$ cat src/rtl/irqCascadePkg.sv
package irqCascadePkg;
  localparam int LINES    = 8;
  localparam int IDXW     = $clog2(LINES);
  localparam int VECW     = 8;
  localparam int BASEW    = VECW - IDXW;
  localparam int CASC_IN  = 2;
  localparam int ADDRW    = 3;

  // configuration addresses
  localparam logic [ADDRW-1:0] A_MBASE = 3'd0;
  localparam logic [ADDRW-1:0] A_SBASE = 3'd1;
  localparam logic [ADDRW-1:0] A_MMASK = 3'd2;
  localparam logic [ADDRW-1:0] A_SMASK = 3'd3;
  localparam logic [ADDRW-1:0] A_MEOI  = 3'd4;
  localparam logic [ADDRW-1:0] A_SEOI  = 3'd5;

  typedef struct packed {
    logic            ldBase;
    logic            ldMask;
    logic            take;
    logic            eoi;
    logic [IDXW-1:0] takeIdx;
  } stageCmdT;
endpackage

$ cat src/rtl/irqStageDp.sv
module irqStageDp
  import irqCascadePkg::*;
#(
  parameter logic [VECW-1:0] RESET_BASE = 8'h08
) (
  input  logic             clk,
  input  logic             rstN,
  input  stageCmdT         cmd,
  input  logic [VECW-1:0]  wdata,
  input  logic [LINES-1:0] reqLines,
  output logic             selValid,
  output logic [IDXW-1:0]  selIdx,
  output logic             intReq,
  output logic [BASEW-1:0] baseHi
);
  logic [LINES-1:0] pendQ, isrQ, maskQ;
  logic [BASEW-1:0] baseQ;
  logic [LINES-1:0] eligible, eoiMask, takeMask;
  logic             blocked;

  assign eligible = pendQ & ~maskQ;
  assign baseHi   = baseQ;
  assign takeMask = cmd.take ? (LINES'(1) << cmd.takeIdx) : '0;

  // lowest index wins
  always_comb begin
    selValid = 1'b0;
    selIdx   = '0;
    for (int i = LINES - 1; i >= 0; i--) begin
      if (eligible[i]) begin
        selValid = 1'b1;
        selIdx   = IDXW'(i);
      end
    end
  end

  always_comb begin
    blocked = 1'b0;
    for (int i = 0; i < LINES; i++) begin
      if (isrQ[i] && (i <= int'(selIdx))) blocked = 1'b1;
    end
  end

  assign intReq = selValid && !blocked;

  // highest-priority in-service bit for end-of-interrupt
  always_comb begin
    eoiMask = '0;
    for (int i = LINES - 1; i >= 0; i--) begin
      if (isrQ[i]) eoiMask = LINES'(1) << i;
    end
  end

  always_ff @(posedge clk) begin
    if (!rstN) begin
      pendQ <= '0;
      isrQ  <= '0;
      maskQ <= '1;
      baseQ <= RESET_BASE[VECW-1:IDXW];
    end else begin
      pendQ <= reqLines & ~takeMask;
      isrQ  <= (isrQ & ~(cmd.eoi ? eoiMask : '0)) | takeMask;
      if (cmd.ldMask) maskQ <= wdata[LINES-1:0];
      if (cmd.ldBase) baseQ <= wdata[VECW-1:IDXW];
    end
  end
endmodule

$ cat src/rtl/irqCascadeCtl.sv
module irqCascadeCtl
  import irqCascadePkg::*;
(
  input  logic             clk,
  input  logic             rstN,
  input  logic             cfgWe,
  input  logic [ADDRW-1:0] cfgAddr,
  input  logic             ackReq,
  input  logic             mSelValid,
  input  logic [IDXW-1:0]  mSelIdx,
  input  logic             sSelValid,
  input  logic [IDXW-1:0]  sSelIdx,
  input  logic [BASEW-1:0] mBaseHi,
  input  logic [BASEW-1:0] sBaseHi,
  output stageCmdT         mCmd,
  output stageCmdT         sCmd,
  output logic [VECW-1:0]  vecOut,
  output logic             vecValid
);
  localparam logic [IDXW-1:0] CASC_IDX  = IDXW'(CASC_IN);
  localparam logic [IDXW-1:0] SPUR_IDX  = IDXW'(LINES - 1);

  logic [VECW-1:0] vecNext;

  always_comb begin
    mCmd = '0;
    sCmd = '0;
    mCmd.ldBase = cfgWe && (cfgAddr == A_MBASE);
    sCmd.ldBase = cfgWe && (cfgAddr == A_SBASE);
    mCmd.ldMask = cfgWe && (cfgAddr == A_MMASK);
    sCmd.ldMask = cfgWe && (cfgAddr == A_SMASK);
    mCmd.eoi    = cfgWe && (cfgAddr == A_MEOI);
    sCmd.eoi    = cfgWe && (cfgAddr == A_SEOI);
    vecNext     = {mBaseHi, SPUR_IDX};
    if (ackReq) begin
      if (mSelValid && (mSelIdx != CASC_IDX)) begin
        mCmd.take    = 1'b1;
        mCmd.takeIdx = mSelIdx;
        vecNext      = {mBaseHi, mSelIdx};
      end else if (mSelValid && sSelValid) begin
        mCmd.take    = 1'b1;
        mCmd.takeIdx = CASC_IDX;
        sCmd.take    = 1'b1;
        sCmd.takeIdx = sSelIdx;
        vecNext      = {sBaseHi, sSelIdx};
      end else if (mSelValid) begin
        vecNext      = {sBaseHi, SPUR_IDX};
      end
    end
  end

  always_ff @(posedge clk) begin
    if (!rstN) begin
      vecOut   <= '0;
      vecValid <= 1'b0;
    end else begin
      vecValid <= ackReq;
      if (ackReq) vecOut <= vecNext;
    end
  end
endmodule

$ cat src/rtl/irqCascadeTop.sv
module irqCascadeTop
  import irqCascadePkg::*;
(
  input  logic        clk,
  input  logic        rstN,
  input  logic [1:0]  irqLow,
  input  logic [7:3]  irqMid,
  input  logic [15:8] irqSlv,
  input  logic        cfgWe,
  input  logic [2:0]  cfgAddr,
  input  logic [7:0]  cfgWdata,
  input  logic        ackReq,
  output logic        intOut,
  output logic [7:0]  vecOut,
  output logic        vecValid
);
  stageCmdT         mCmd, sCmd;
  logic             mSelValid, sSelValid, sInt;
  logic [IDXW-1:0]  mSelIdx, sSelIdx;
  logic [BASEW-1:0] mBaseHi, sBaseHi;
  logic [LINES-1:0] mReq;

  assign mReq = {irqMid, sInt, irqLow};

  irqStageDp #(.RESET_BASE(8'h70)) uSlv (
    .clk(clk), .rstN(rstN), .cmd(sCmd), .wdata(cfgWdata), .reqLines(irqSlv),
    .selValid(sSelValid), .selIdx(sSelIdx), .intReq(sInt), .baseHi(sBaseHi)
  );

  irqStageDp #(.RESET_BASE(8'h08)) uMst (
    .clk(clk), .rstN(rstN), .cmd(mCmd), .wdata(cfgWdata), .reqLines(mReq),
    .selValid(mSelValid), .selIdx(mSelIdx), .intReq(intOut), .baseHi(mBaseHi)
  );

  irqCascadeCtl uCtl (
    .clk(clk), .rstN(rstN), .cfgWe(cfgWe), .cfgAddr(cfgAddr), .ackReq(ackReq),
    .mSelValid(mSelValid), .mSelIdx(mSelIdx), .sSelValid(sSelValid), .sSelIdx(sSelIdx),
    .mBaseHi(mBaseHi), .sBaseHi(sBaseHi), .mCmd(mCmd), .sCmd(sCmd),
    .vecOut(vecOut), .vecValid(vecValid)
  );
endmodule

$ cat config.mk
export PLATFORM = sky130hd
export DESIGN_NAME = irqCascadeTop
export DESIGN_NICKNAME = d
export VERILOG_FILES = /design/src/rtl/irqCascadePkg.sv /design/src/rtl/irqStageDp.sv /design/src/rtl/irqCascadeCtl.sv /design/src/rtl/irqCascadeTop.sv
export SDC_FILE = /design/constraint.sdc
export NUM_CORES = 1
export LEC_CHECK = 0
export BUFFER_PORTS_ARGS = -buffer_cell sky130_fd_sc_hd__buf_4
export CORE_MARGIN = 2
export CORE_UTILIZATION = 53
export DETAILED_ROUTE_END_ITERATION = 10
export GPL_TIMING_DRIVEN = 0
export PLACE_DENSITY_LB_ADDON = 0.25
export SYNTH_ARGS = -nofsm -noshare
export SYNTH_HDL_FRONTEND = slang
export SYNTH_SLANG_ARGS = --single-unit
$ cat constraint.sdc
create_clock -name clk -period 3.1 [get_ports clk]
set_clock_uncertainty 0.2 [all_clocks]
set_input_delay 0.62 -clock clk [delete_from_list [all_inputs] [get_ports clk]]
set_output_delay 0.62 -clock clk [all_outputs]
set_load 0.02 [all_outputs]
==> metrics.md <==
| Metric | Value |
|---|---|
| Outcome | complete, no violations |
| Hold bufs inserted after CTS | 0 |
| Antenna violations before repair | 0 |
| Wire length of the first global-routing pass | 12900 um |
| Die span in x | 79.0 um |
| Yosys warns | 0 |
| Hold slack final | 0.258 ns |
| Filler cell count | 484 |
| Xor/xnor cell area share of the yosys netlist | 0% |
| Net Count, Synth | 372 |
| Number of nets still failing antenna checks after routing | 0 |
| Crit Path Max Fanout | 10 |
| Ratio of routed vias to standard cells | 5.89 |
| CTS root buf | sky130_fd_sc_hd__clkbuf_8 |
| Clock tree buffer depth | 2 |
| Worst-skew pair later-pin latency | 0.35 ns |
| Final hold violations | 0 |
| Die height | 79.0 um |
| Commonest cells after routing, fill and taps aside | 67 x sky130_fd_sc_hd__dfxtp_1, 59 x sky130_fd_sc_hd__nand2_1, 40 x sky130_fd_sc_hd__buf_4, 22 x sky130_fd_sc_hd__nor2_1, 21 x sky130_fd_sc_hd__a21oi_1 |
| Leftover overflow at the end of global routing | 0 |
| Data arrival time of the worst path | 2.18 ns |
| Simple-Gate Fraction of Synth Area | 30.1% |
| Sequential standard cell area | 0.00134 mm2 |
| Post-cts gate resize count | 0 |
| Gr usage total | 26.9% |
| Async S/R FF share, synth | 0% |
| PortBufs | 39 |
| Area of the mapped netlist | 0.00298 mm2 |
| Via count of the first global-routing pass | 2694 |
| Sinks on Clock Net | 67 |
| Final layout net count | 422 |
| Average footprint of a synthesized cell | 8.71 um2 |
| Max-cap violations | 0 |
| Category of the worst setup path launch point | flop |
| Worst path slowest cell | sky130_fd_sc_hd__dfxtp_1 |
| Number of placed I/O pins | 40 |
| Fraction of the mapped netlist area in adder cells | 0% |
| Portion of the post-synthesis area used by sequential elements | 45.0% |
| Area of the placeable core | 0.00547 mm2 |
| Maximum number of pins on one net before global-route repair | 13 |
| Leading cell type in the layout, fill and taps excluded | sky130_fd_sc_hd__dfxtp_1 |
| Top_reg_cell synth | sky130_fd_sc_hd__dfxtp_1 |
| Distinct cells, synth | 52 |
| Max Freq | 334 MHz |
| Total vias in the final route | 2762 |
| Number of flops mapped to enable cells by yosys | 0 |
| Setup Slack @ Placement | 0.429 ns |
| Required time of the critical path | 2.28 ns |
| Endpoints failing setup | 0 |
| Synthesized-area fraction occupied by ao, oa, aoi and oai cells | 16.9% |
| Crit Path Class | flop to output port |
| Crit path top cell by count | sky130_fd_sc_hd__buf_4 |
| Type of the tightest min-delay check | flop to flop |
| DIE AREA | 0.00624 mm2 |
| Post-Syn Instances | 342 |
| Delay contributed by the slowest stage of the critical path | 0.34 ns |
| Ratio of total power to cell area | 545 mW/mm2 |
| Share of synthesized area spent on multiplexers | 6.05% |
| Area occupied by multi-input gates | 0.00159 mm2 |
| Synthesized flop and latch total | 67 |
| Share of final-layout standard cells stronger than drive strength 1 | 19.1% |
| Main combinational cell family by area after synthesis | simple AND/OR/NAND/NOR gates |
| Sum of negative setup slack | 0 ns |
| VDD IR max | 0.403 mV |
| Final clock period utilization by the worst path | 96.7% |
| Ant. Diodes | 0 |
| Number of setup buffers added after CTS | 0 |
| Max H-tree Level | 3 |
| HPWL after detailed placement | 5680 um |
| Worst-path cell chain | nor2b_2, buf_4, o21ai_0, a22o_1, a221o_1, a31oi_1, buf_4 |
| Leakage power of the design | 1.40 nW |
| Placer's final routability congestion estimate | 0.850 |
| Layout overhead on the synthesized area | 21.6% |
| Transition time at the pin with the least slew margin | 0.860 ns |
| Number of rows created at floorplan | 27 |
| Slew margin rel. | 42.5% |
| Sum of internal, switching and leakage power | 1.98 mW |
| Initial core utilization | 54.5% |
| Number of design-rule violations left by the first detailed-router iteration | 222 |
| Drt pass-1 iters | 5 |
| Final routed DRC violation total | 0 |
| Average wire per standard cell | 16.7 um |
| Setup crit end kind | output port |
| Max-slew violation count | 0 |
| Post-layout worst setup margin | 0.104 ns |
| Wire length reported by the detailed router | 7840 um |
| Clock slew at the register clock pins of the worst setup and hold paths | 0.07 ns |
| Clock buffer count from CTS | 9 |
| Min Tclk post-route | 3.00 ns |
| RSZ-0062 raised after global routing | no |
| CTS tree | yes |
==> power breakdown <==
group | switching, mW | total, mW | leakage, nW | internal (mW)
Sequential | 0.0147 | 0.903 | 0.548 | 0.889
Clock | 0.350 | 0.905 | 0.115 | 0.556
Combinational | 0.0922 | 0.167 | 0.741 | 0.0745
Total | 0.457 | 1.98 | 1.40 | 1.52
==> through the flow <==
stage,cell area [um2],cells,util (%)
6_report,3620,469,66.2
5_1_grt,3620,469,66.2
4_1_cts,3610,469,66.0
3_5_place_dp,3360,453,61.5
3_3_place_gp,3360,453,61.5
2_1_floorplan,2980,342,-
==> cell usage after synthesis (2+ instances only) <==
master | n | area share [%]
sky130_fd_sc_hd__nor4_2 | 2 | 0.84
sky130_fd_sc_hd__nor2b_1 | 13 | 2.7
sky130_fd_sc_hd__or2_2 | 2 | 0.42
sky130_fd_sc_hd__or4_4 | 2 | 0.76
sky130_fd_sc_hd__buf_2 | 2 | 0.34
sky130_fd_sc_hd__o22ai_1 | 2 | 0.42
sky130_fd_sc_hd__o21ai_0 | 14 | 2.4
sky130_fd_sc_hd__nand3_1 | 20 | 3.4
sky130_fd_sc_hd__nand2b_1 | 14 | 2.9
sky130_fd_sc_hd__nand4_1 | 4 | 0.84
sky130_fd_sc_hd__or4_1 | 2 | 0.50
sky130_fd_sc_hd__o211ai_1 | 6 | 1.5
sky130_fd_sc_hd__inv_1 | 4 | 0.50
sky130_fd_sc_hd__a211oi_1 | 2 | 0.50
sky130_fd_sc_hd__o31ai_1 | 3 | 0.76
sky130_fd_sc_hd__o311ai_0 | 2 | 0.59
sky130_fd_sc_hd__mux2i_1 | 18 | 6.0
sky130_fd_sc_hd__and3_1 | 9 | 1.9
sky130_fd_sc_hd__a311oi_1 | 5 | 1.5
sky130_fd_sc_hd__a21oi_1 | 21 | 3.5
sky130_fd_sc_hd__nand2_1 | 59 | 7.4
sky130_fd_sc_hd__a211o_1 | 2 | 0.59
sky130_fd_sc_hd__nor3_2 | 2 | 0.67
sky130_fd_sc_hd__and2_1 | 3 | 0.63
sky130_fd_sc_hd__a31oi_1 | 3 | 0.63
sky130_fd_sc_hd__nor2_1 | 22 | 2.8
sky130_fd_sc_hd__nand4b_1 | 2 | 0.59
sky130_fd_sc_hd__dfxtp_1 | 67 | 45
sky130_fd_sc_hd__nor4_1 | 4 | 0.84
sky130_fd_sc_hd__clkbuf_1 | 9 | 1.1
==> critical path, delay by kind of cell (launching register included) <==
| family | cells | cell delay, ns |
|---|---|---|
| compound gates | 4 | 0.94 |
| buf+inv | 2 | 0.37 |
| flops | 1 | 0.34 |
| simple gates | 1 | 0.18 |
==> cells by family after synthesis <==
logic type | Yosys count
muxes | 18
AOI/OAI and AO/OA | 74
and+or+nand+nor | 168
DFF | 67
buffers and inverters | 15
==> sequential cells by signal, indices dropped and copies added, names as in the netlist <==
name,cells
uSlv.maskQ,8
uCtl.vecOut,8
uMst.baseHi,5
uMst.pendQ,8
uSlv.isrQ,8
uSlv.baseHi,5
uMst.maskQ,8
uCtl.vecValid,1
uMst.isrQ,8
uSlv.pendQ,8
==> final timing paths <==
check	cells after the start	slack, ns	from	end
max reg2reg	5	0.88	uSlv.maskQ[3]	uSlv.isrQ[7]
min reg2reg	2	0.26	uSlv.isrQ[0]	uSlv.isrQ[0]
max	7	0.10	uMst.pendQ[2]	intOut
min	2	0.26	uSlv.isrQ[0]	uSlv.isrQ[0]
==> metal layers <==
metal  wire, um  vias to the layer above  global-route usage [%]
li1           -                     1339                       -
met1       3570                     1293                    35.3
met2       3580                      110                    42.7
met3        490                       20                    4.89
met4        200                        0                    13.1
met5          0                        -                       0
==> layout make-up <==
cell class / count / area share [%]
Tap cell: 72 / 2.49
Sequential cell: 67 / 37.0
Inverter: 4 / 0.414
Buffer: 11 / 1.28
Clock buffer: 10 / 3.80
Multi-Input combinational cell: 260 / 43.8
Clock inverter: 6 / 3.11
Timing Repair Buffer: 39 / 8.08
No activity file was read; power rests on OpenSTA's default activity.
